**src/rtl/wsack_pkg.sv**
```systemverilog
package wsack_pkg;

    localparam int WAIT_W = 4;
    localparam int CNT_W  = WAIT_W + 1;

    typedef enum logic [1:0] {
        PH_IDLE   = 2'd0,
        PH_SETUP  = 2'd1,
        PH_ACTIVE = 2'd2
    } phase_e;

    typedef struct packed {
        logic [WAIT_W-1:0] waits;
        logic              ext_only;
        logic              relax;
    } acc_cfg_t;

    // Counter start value: wait count, doubled under relaxed timing.
    function automatic logic [CNT_W-1:0] initial_count(acc_cfg_t c);
        logic [CNT_W-1:0] base;
        base = {{(CNT_W-WAIT_W){1'b0}}, c.waits};
        return c.relax ? (base << 1) : base;
    endfunction

endpackage

```
**src/rtl/wsack_ext_sync.sv**
```systemverilog
module wsack_ext_sync (
    input  logic clk,
    input  logic rst,
    input  logic busy_i,
    input  logic ext_ack_i,
    output logic ext_seen_o
);
    // One flop; an acknowledge that arrives while idle is dropped here.
    always_ff @(posedge clk) begin
        if (rst) ext_seen_o <= 1'b0;
        else     ext_seen_o <= ext_ack_i & busy_i;
    end
endmodule

```
**src/rtl/wsack_wait_counter.sv**
```systemverilog
module wsack_wait_counter
    import wsack_pkg::*;
(
    input  logic             clk,
    input  logic             rst,
    input  logic             load_i,
    input  logic [CNT_W-1:0] load_val_i,
    input  logic             run_i,
    output logic             zero_o
);
    logic [CNT_W-1:0] cnt_q;

    always_ff @(posedge clk) begin
        if (rst)                           cnt_q <= '0;
        else if (load_i)                   cnt_q <= load_val_i;
        else if (run_i && cnt_q != '0)     cnt_q <= cnt_q - 1'b1;
    end

    assign zero_o = (cnt_q == '0);
endmodule

```
**src/rtl/wsack_seq.sv**
```systemverilog
module wsack_seq
    import wsack_pkg::*;
(
    input  logic             clk,
    input  logic             rst,
    input  logic             req_i,
    input  acc_cfg_t         cfg_i,
    input  logic             ext_seen_i,
    input  logic             cnt_zero_i,
    output logic             busy_o,
    output logic             cnt_load_o,
    output logic [CNT_W-1:0] cnt_val_o,
    output logic             cnt_run_o,
    output logic             strobe_o,
    output logic             done_o
);
    phase_e   phase_q, phase_d;
    acc_cfg_t cfg_q;
    logic     start, int_hit, ext_hit;

    assign start   = (phase_q == PH_IDLE) && req_i;
    assign int_hit = (phase_q == PH_ACTIVE) && cnt_zero_i && !cfg_q.ext_only;
    assign ext_hit = (phase_q == PH_ACTIVE) && ext_seen_i;
    assign done_o  = int_hit || ext_hit;

    always_comb begin
        phase_d = phase_q;
        unique case (phase_q)
            PH_IDLE:   if (req_i) phase_d = cfg_i.relax ? PH_SETUP : PH_ACTIVE;
            PH_SETUP:  phase_d = PH_ACTIVE;
            PH_ACTIVE: if (done_o) phase_d = PH_IDLE;
            default:   phase_d = PH_IDLE;
        endcase
    end

    always_ff @(posedge clk) begin
        if (rst) begin
            phase_q <= PH_IDLE;
            cfg_q   <= '0;
        end else begin
            phase_q <= phase_d;
            if (start) cfg_q <= cfg_i;
        end
    end

    assign busy_o     = (phase_q != PH_IDLE);
    assign cnt_load_o = start;
    assign cnt_val_o  = initial_count(cfg_i);
    assign cnt_run_o  = (phase_q == PH_ACTIVE);
    assign strobe_o   = (phase_q == PH_ACTIVE);
endmodule

```
**src/rtl/wsack_gen.sv**
```systemverilog
module wsack_gen
    import wsack_pkg::*;
(
    input  logic              clk,
    input  logic              rst,
    input  logic              req_i,
    input  logic [WAIT_W-1:0] cfg_wait_i,
    input  logic              cfg_ext_only_i,
    input  logic              cfg_relax_i,
    input  logic              ext_ack_i,
    output logic              cs_o,
    output logic              oe_o,
    output logic              ack_o
);
    acc_cfg_t         cfg;
    logic             busy, ext_seen, cnt_zero, cnt_load, cnt_run, strobe, done;
    logic [CNT_W-1:0] cnt_val;

    assign cfg = '{waits: cfg_wait_i, ext_only: cfg_ext_only_i, relax: cfg_relax_i};

    wsack_ext_sync u_sync (
        .clk(clk), .rst(rst), .busy_i(busy),
        .ext_ack_i(ext_ack_i), .ext_seen_o(ext_seen)
    );

    wsack_wait_counter u_cnt (
        .clk(clk), .rst(rst), .load_i(cnt_load),
        .load_val_i(cnt_val), .run_i(cnt_run), .zero_o(cnt_zero)
    );

    wsack_seq u_seq (
        .clk(clk), .rst(rst), .req_i(req_i), .cfg_i(cfg),
        .ext_seen_i(ext_seen), .cnt_zero_i(cnt_zero), .busy_o(busy),
        .cnt_load_o(cnt_load), .cnt_val_o(cnt_val), .cnt_run_o(cnt_run),
        .strobe_o(strobe), .done_o(done)
    );

    assign cs_o  = strobe;
    assign oe_o  = strobe;
    assign ack_o = done;
endmodule

```
**config.mk**
```make
export PLATFORM = sky130hd
export DESIGN_NAME = wsack_gen
export DESIGN_NICKNAME = d
export VERILOG_FILES = /design/src/rtl/wsack_pkg.sv /design/src/rtl/wsack_ext_sync.sv /design/src/rtl/wsack_wait_counter.sv /design/src/rtl/wsack_seq.sv /design/src/rtl/wsack_gen.sv
export SDC_FILE = /design/constraint.sdc
export NUM_CORES = 1
export LEC_CHECK = 0
export ABC_AREA = 1
export BUFFER_PORTS_ARGS = -buffer_cell sky130_fd_sc_hd__buf_2
export CAP_MARGIN = 5
export CORE_AREA = 8 8 45 47
export DETAILED_ROUTE_END_ITERATION = 8
export DIE_AREA = 0 0 53 55
export GPL_TIMING_DRIVEN = 0
export PLACE_DENSITY_LB_ADDON = 0.08
export SLEW_MARGIN = 20
export SYNTH_ARGS = -nofsm -noshare
export SYNTH_HDL_FRONTEND = slang
export SYNTH_SLANG_ARGS = --single-unit
```
**constraint.sdc**
```tcl
create_clock -name clk -period 1.48 [get_ports clk]
set_input_delay 0.074 -clock clk [delete_from_list [all_inputs] [get_ports clk]]
set_output_delay 0.074 -clock clk [all_outputs]
set_load 0.02 [all_outputs]
```
# --- Word-level counts from Yosys, hierarchy flattened ---
# Index checks and enable logic that the tools add are counted.
word_totals:
  in_bits: 10
  output_inout_bits: 3
  wordCells: 30
  reg_bits: 9
classes:
  n_reduce_logical: 13
  n_mux: 7
  eq_ne: 4
  n_bitwise: 1
  n_addsub: 1
op_table:
  columns: ["op", "count"]
  rows:
  - ["2-to-1 mux 5 bit", 3]
  - ["2-to-1 mux 2 bit", 3]
  - ["one-hot mux 2 bit (3 select lines)", 1]
  - ["logical AND 1 bit", 5]
  - ["zero test 5 bit", 1]
  - ["nonzero test 5 bit", 1]
  - ["subtractor 5 x 1 -> 5 bit, second input constant", 1]
  - ["!= test 2 bit, second input constant", 2]
  - ["nonzero test 2 bit", 2]
  - ["equality test 2 x 1 -> 1 bit, second input constant", 1]
  - ["equality test 2 bit, second input constant", 1]
  - ["zero test 2 bit", 1]
  - ["AND reduction 2 bit", 1]
  - ["AND 1 bit", 1]
  - ["zero test 1 bit", 1]
  - ["logical OR 1 bit", 1]

# --- Longest topological paths before layout ---
logic_depth:
  word_depth: 6
  ltp_mapped: 8
  depth_no_buf: 8

# --- By module ---
# From an unflattened synthesis, not the netlist that was laid out.
unflattened:
  hier_cells: 97
  area_unflattened_um2: 611.8
by_module_without_submodules:
  columns: ["module", "seq_area_each_um2", "area_per_inst_um2", "instances", "cells_per_inst"]
  rows:
  - ["wsack_wait_counter", 100.1, 347.8, 1, 58]
  - ["wsack_seq", 60.1, 226.5, 1, 35]
  - ["wsack_ext_sync", 20.0, 30.0, 1, 3]
  - ["wsack_gen", 0.0, 7.5, 1, 1]

# --- Worst setup path before layout ---
# No wires, ideal clock.
synth_path:
  kind: "reg-to-output"
  start: "register u_cnt.cnt_q[0]"
  end: "output port ack_o"
  path_stages_with_launch: 5
  path_slack_ns: 0.117
  path_buffers: 0
  t_arrival_ns: 1.289
  required_ns: 1.406
  path_cell_list: "dfxtp_1 -> inv_1 -> ha_1 -> nand4_1 -> a21boi_0"
synth_via:
  elab_chain_len: 4
synth_lines:
  columns: ["element", "line", "text"]
  rows:
  - ["start: declaration", "wsack_wait_counter.sv:11", "logic [CNT_W-1:0] cnt_q;"]
  - ["start signal: assignment", "wsack_wait_counter.sv:15", "else if (load_i) cnt_q <= load_val_i;"]
  - ["start signal: assignment", "wsack_wait_counter.sv:16", "else if (run_i && cnt_q != '0) cnt_q <= cnt_q - 1'b1;"]
  - ["zero test 5 bit", "wsack_wait_counter.sv:19", "assign zero_o = (cnt_q == '0);"]
  - ["logical AND 1 bit (2 in a row)", "wsack_seq.sv:22", "assign int_hit = (phase_q == PH_ACTIVE) && cnt_zero_i && !cfg_q.ext_only;"]
  - ["logical OR 1 bit", "wsack_seq.sv:24", "assign done_o = int_hit || ext_hit;"]
  - ["end: declaration", "wsack_gen.sv:13", "output logic ack_o"]
# Every way passes these cells.

# --- Final worst setup path ---
# Same ends and word-level chain as after synthesis.

==> qor.txt <==
Status - finished, final reports clean
Clk pwr share - 24.0%
Multiplexer share of the synthesized area - 0%
Synth Area in Simple Gates - 43.3%
Share of layout cells above drive strength 1 - 28.3%
Main combinational cell family by area after synthesis - simple AND/OR/NAND/NOR gates
Final period utilization - 92.0%
Crit. End Element - output pin
Power per cell area - 1120 nW/um^2
Combinational Power Share - 39.5%
Max Transition Viols Final - 0
Sw Ratio - 37.3%
RSZ-0062 raised after global routing - no
Final hold vios - 0
GR Util met3 - 1.07%
Post-route ant nets - 0
CTS Hold Buffers Added - 0
Reg-to-reg endpoint - u_cnt.cnt_q[4]
Ports - 13
Vias in the first global route - 564
H-Tree Depth - 1
Clock root buffer - clkbuf_4
Worst r2r path cells - 8
Initial antenna violation count - 0
Post-DP HPWL - 1040 um
Hold EP - u_seq.phase_q[1]
Crit-path cells - inv_2, ha_4, nand4_1, a21boi_1, buf_4
Final Setup Violations - 0
CTS tree - built
Vias per Instance - 4.89
YS warnings - 0
Slew @ Worst Pin - 230 ps
Vias - 597
Clk sinks - 9
Sequential Power Share - 36.5%
Initial Utilization - 43.4%
CP arrival - 1290 ps
Max_cap viols - 0
Synth Area in Adders - 2.08%
Post-CTS setup buffers - 0
Die height - 55 um
Drt pass-1 iters - 5
Mapped Avg Cell Area - 6.67 sq um
Synth Area in Compound Gates - 11.2%
First-pass GRT wire length - 2480 um
Reg2Reg Launch Point - u_cnt.cnt_q[1]
Die W - 53 um
Yosys reg bits - 9
Crit path launch type - register
Post-synthesis cell area - 601 sq um
GRT Total Usage - 11.4%
Max Root-Sink Buffers - 2
Synth Area in XOR/XNOR - 1.46%
Area Growth Syn to Fin - 20.2%
WP data required - 1410 ps
Inst Count DP - 118
WL final - 1370 um
GR Layer Usage met2 - 18.4%
Setup TNS - 0 ps
TritonCTS buffer count - 3
Later-pin clock latency in the skew report - 260 ps
Core Footprint - 1380 sq um
FMAX - 0.735 GHz
Rows - 14
Slowest Stage Delay on Critical Path - 310 ps
Hold path cells - 2
Pin count of the biggest net entering global routing - 11
Post-synthesis net count - 101
Worst hold path type - input pin to register
Switching power - 0.000301 W
Cells after Synth - 90
Reg clk slew, reported paths - 70 ps
Critical-path top delay cell - dfxtp_1
Int Power - 0.000507 W
DRC Markers - 0
Reg2reg setup slack - 330 ps
Clock Skews - 4.93 ps
Worst Min Path Start - rst
Crit path time final - 1360 ps
Worst slew margin - 84.7%
GRT met1 Usage - 14.1%
Non-filler cells in the finished layout - 122
Synth unique cells - 21
I/O Buffers - 12
GPL Wtd Cong - 0.775
Nets - 118
Gr busiest metal - met2
Seq/Total Area, Yosys - 30.0%
Ant diodes - 0
Setup Crit Path Kind - register to output pin
Die area - 2920 sq um
Maximum vdd drop - 496 uV
Static Leak - 0.359 nW
WL/cell - 11.2 um
Total grt overflow - 0
Initial drt markers - 15
Crit-path max FO - 5
-- worst max-delay path by stage --
stage,start,end,slack (ps)
4_1_cts,u_cnt.cnt_q[0],ack_o,6
5_1_grt,u_cnt.cnt_q[0],ack_o,30
2_1_floorplan,u_cnt.cnt_q[0],ack_o,120
3_3_place_gp,u_cnt.cnt_q[0],ack_o,180
6_report,u_cnt.cnt_q[0],ack_o,120
3_5_place_dp,u_cnt.cnt_q[0],ack_o,190
-- synth_stat cells --
master	number	area share (%)
a21boi_0	1	1.3
o21ai_1	2	1.7
o21ai_0	6	5.0
xnor2_1	1	1.5
nand3_2	1	1.7
dfxtp_1	9	30
inv_2	2	1.3
nand4_1	1	1.0
inv_1	12	7.5
ha_1	1	2.1
nand3_1	7	5.8
nor2_1	16	10
nor3_1	1	0.83
nand2_1	17	11
buf_4	1	1.3
nor2_4	2	3.7
nor2_2	1	1.0
a21oi_1	4	3.3
buf_6	1	1.9
nand2_4	3	5.6
nand3_4	1	2.9
-- logic make-up (layout without fill, tap and decap cells) --
kind of cell	count (synthesis)	in the layout
DFF	9	9
and+or+nand+nor	50	50
xor gates and xnor gates	1	1
AOI/OAI and AO/OA	13	13
adders and majority gates	1	1
buffers and inverters	16	32
-- sequential cells by signal, summed over array words and instances (netlist names) --
signal / cells
u_cnt.cnt_q: 5
u_seq.cfg_q: 1
u_seq.phase_q: 2
u_sync.ext_seen_o: 1
-- power by group through the flow --
stage          clock, W  combinational, W  sequential [W]
4_1_cts        0.000198          0.000314        0.000293
6_report       0.000194          0.000319        0.000295
3_5_place_dp          0          0.000298        0.000299
2_1_floorplan         0          0.000237        0.000295
3_3_place_gp          0          0.000294        0.000298
5_1_grt        0.000209          0.000366        0.000298
-- placed cells by master, fill, tap and decap left out --
cell type / count
nor2_2: 1
nor3_1: 1
clkbuf_4: 3
buf_4: 2
nand2_1: 17
buf_6: 1
dfxtp_1: 9
nand2_4: 3
o21ai_1: 2
ha_4: 1
nand4_1: 1
nand3_1: 7
inv_1: 10
a21boi_1: 1
inv_2: 4
nand3_2: 1
buf_2: 11
a21oi_1: 4
nor2_1: 16
xnor2_1: 1
nand3_4: 1
clkbuf_1: 1
nor2_4: 2
o21ai_0: 6
-- worst max-delay path, delay by kind of cell, from the launching register on --
| kind | cells | cell delay [ps] |
|---|---|---|
| DFF | 1 | 310 |
| buffers and inverters | 2 | 250 |
| adders and majority gates | 1 | 180 |
| AOI/OAI and AO/OA | 1 | 160 |
| and+or+nand+nor | 1 | 130 |
-- routing by layer --
metal / part of all wire, % / vias up
li1: - / 315
met1: 49 / 267
met3: 3.7 / 2
met4: 2.0 / 0
met5: 0 / -
met2: 46 / 13
-- layout make-up --
type                       count  area [sq um]
fill                         144           662
tap                           16          20.0
timing repair buffer          12          62.6
clock buffer                   4          26.3
inverter                      14          52.6
multi-input combinational     65           362
buffer                         2          18.8
sequential                     9           180
-- metrics by stage --
| stage | area [sq um] | hold WS [ps] | total power, W | setup WS [ps] | utilization (%) |
|---|---|---|---|---|---|
| global placement | 681 | 284 | 0.000592 | 184 | 49.2 |
| CTS | 719 | 1.14 | 0.000805 | 5.96 | 52.0 |
| floorplan | 601 | 143 | 0.000532 | 117 | - |
| global route | 722 | 1.17 | 0.000872 | 33.3 | 52.2 |
| finish | 722 | 4.18 | 0.000808 | 119 | 52.2 |
| detailed placement | 681 | 281 | 0.000597 | 193 | 49.2 |
-- what timing repair did --
action,in CTS,in global routing
pin swaps,0,2
endpoints found under the setup margin,1,1
resized for setup,2,4
(Power assumes the default switching activity.)
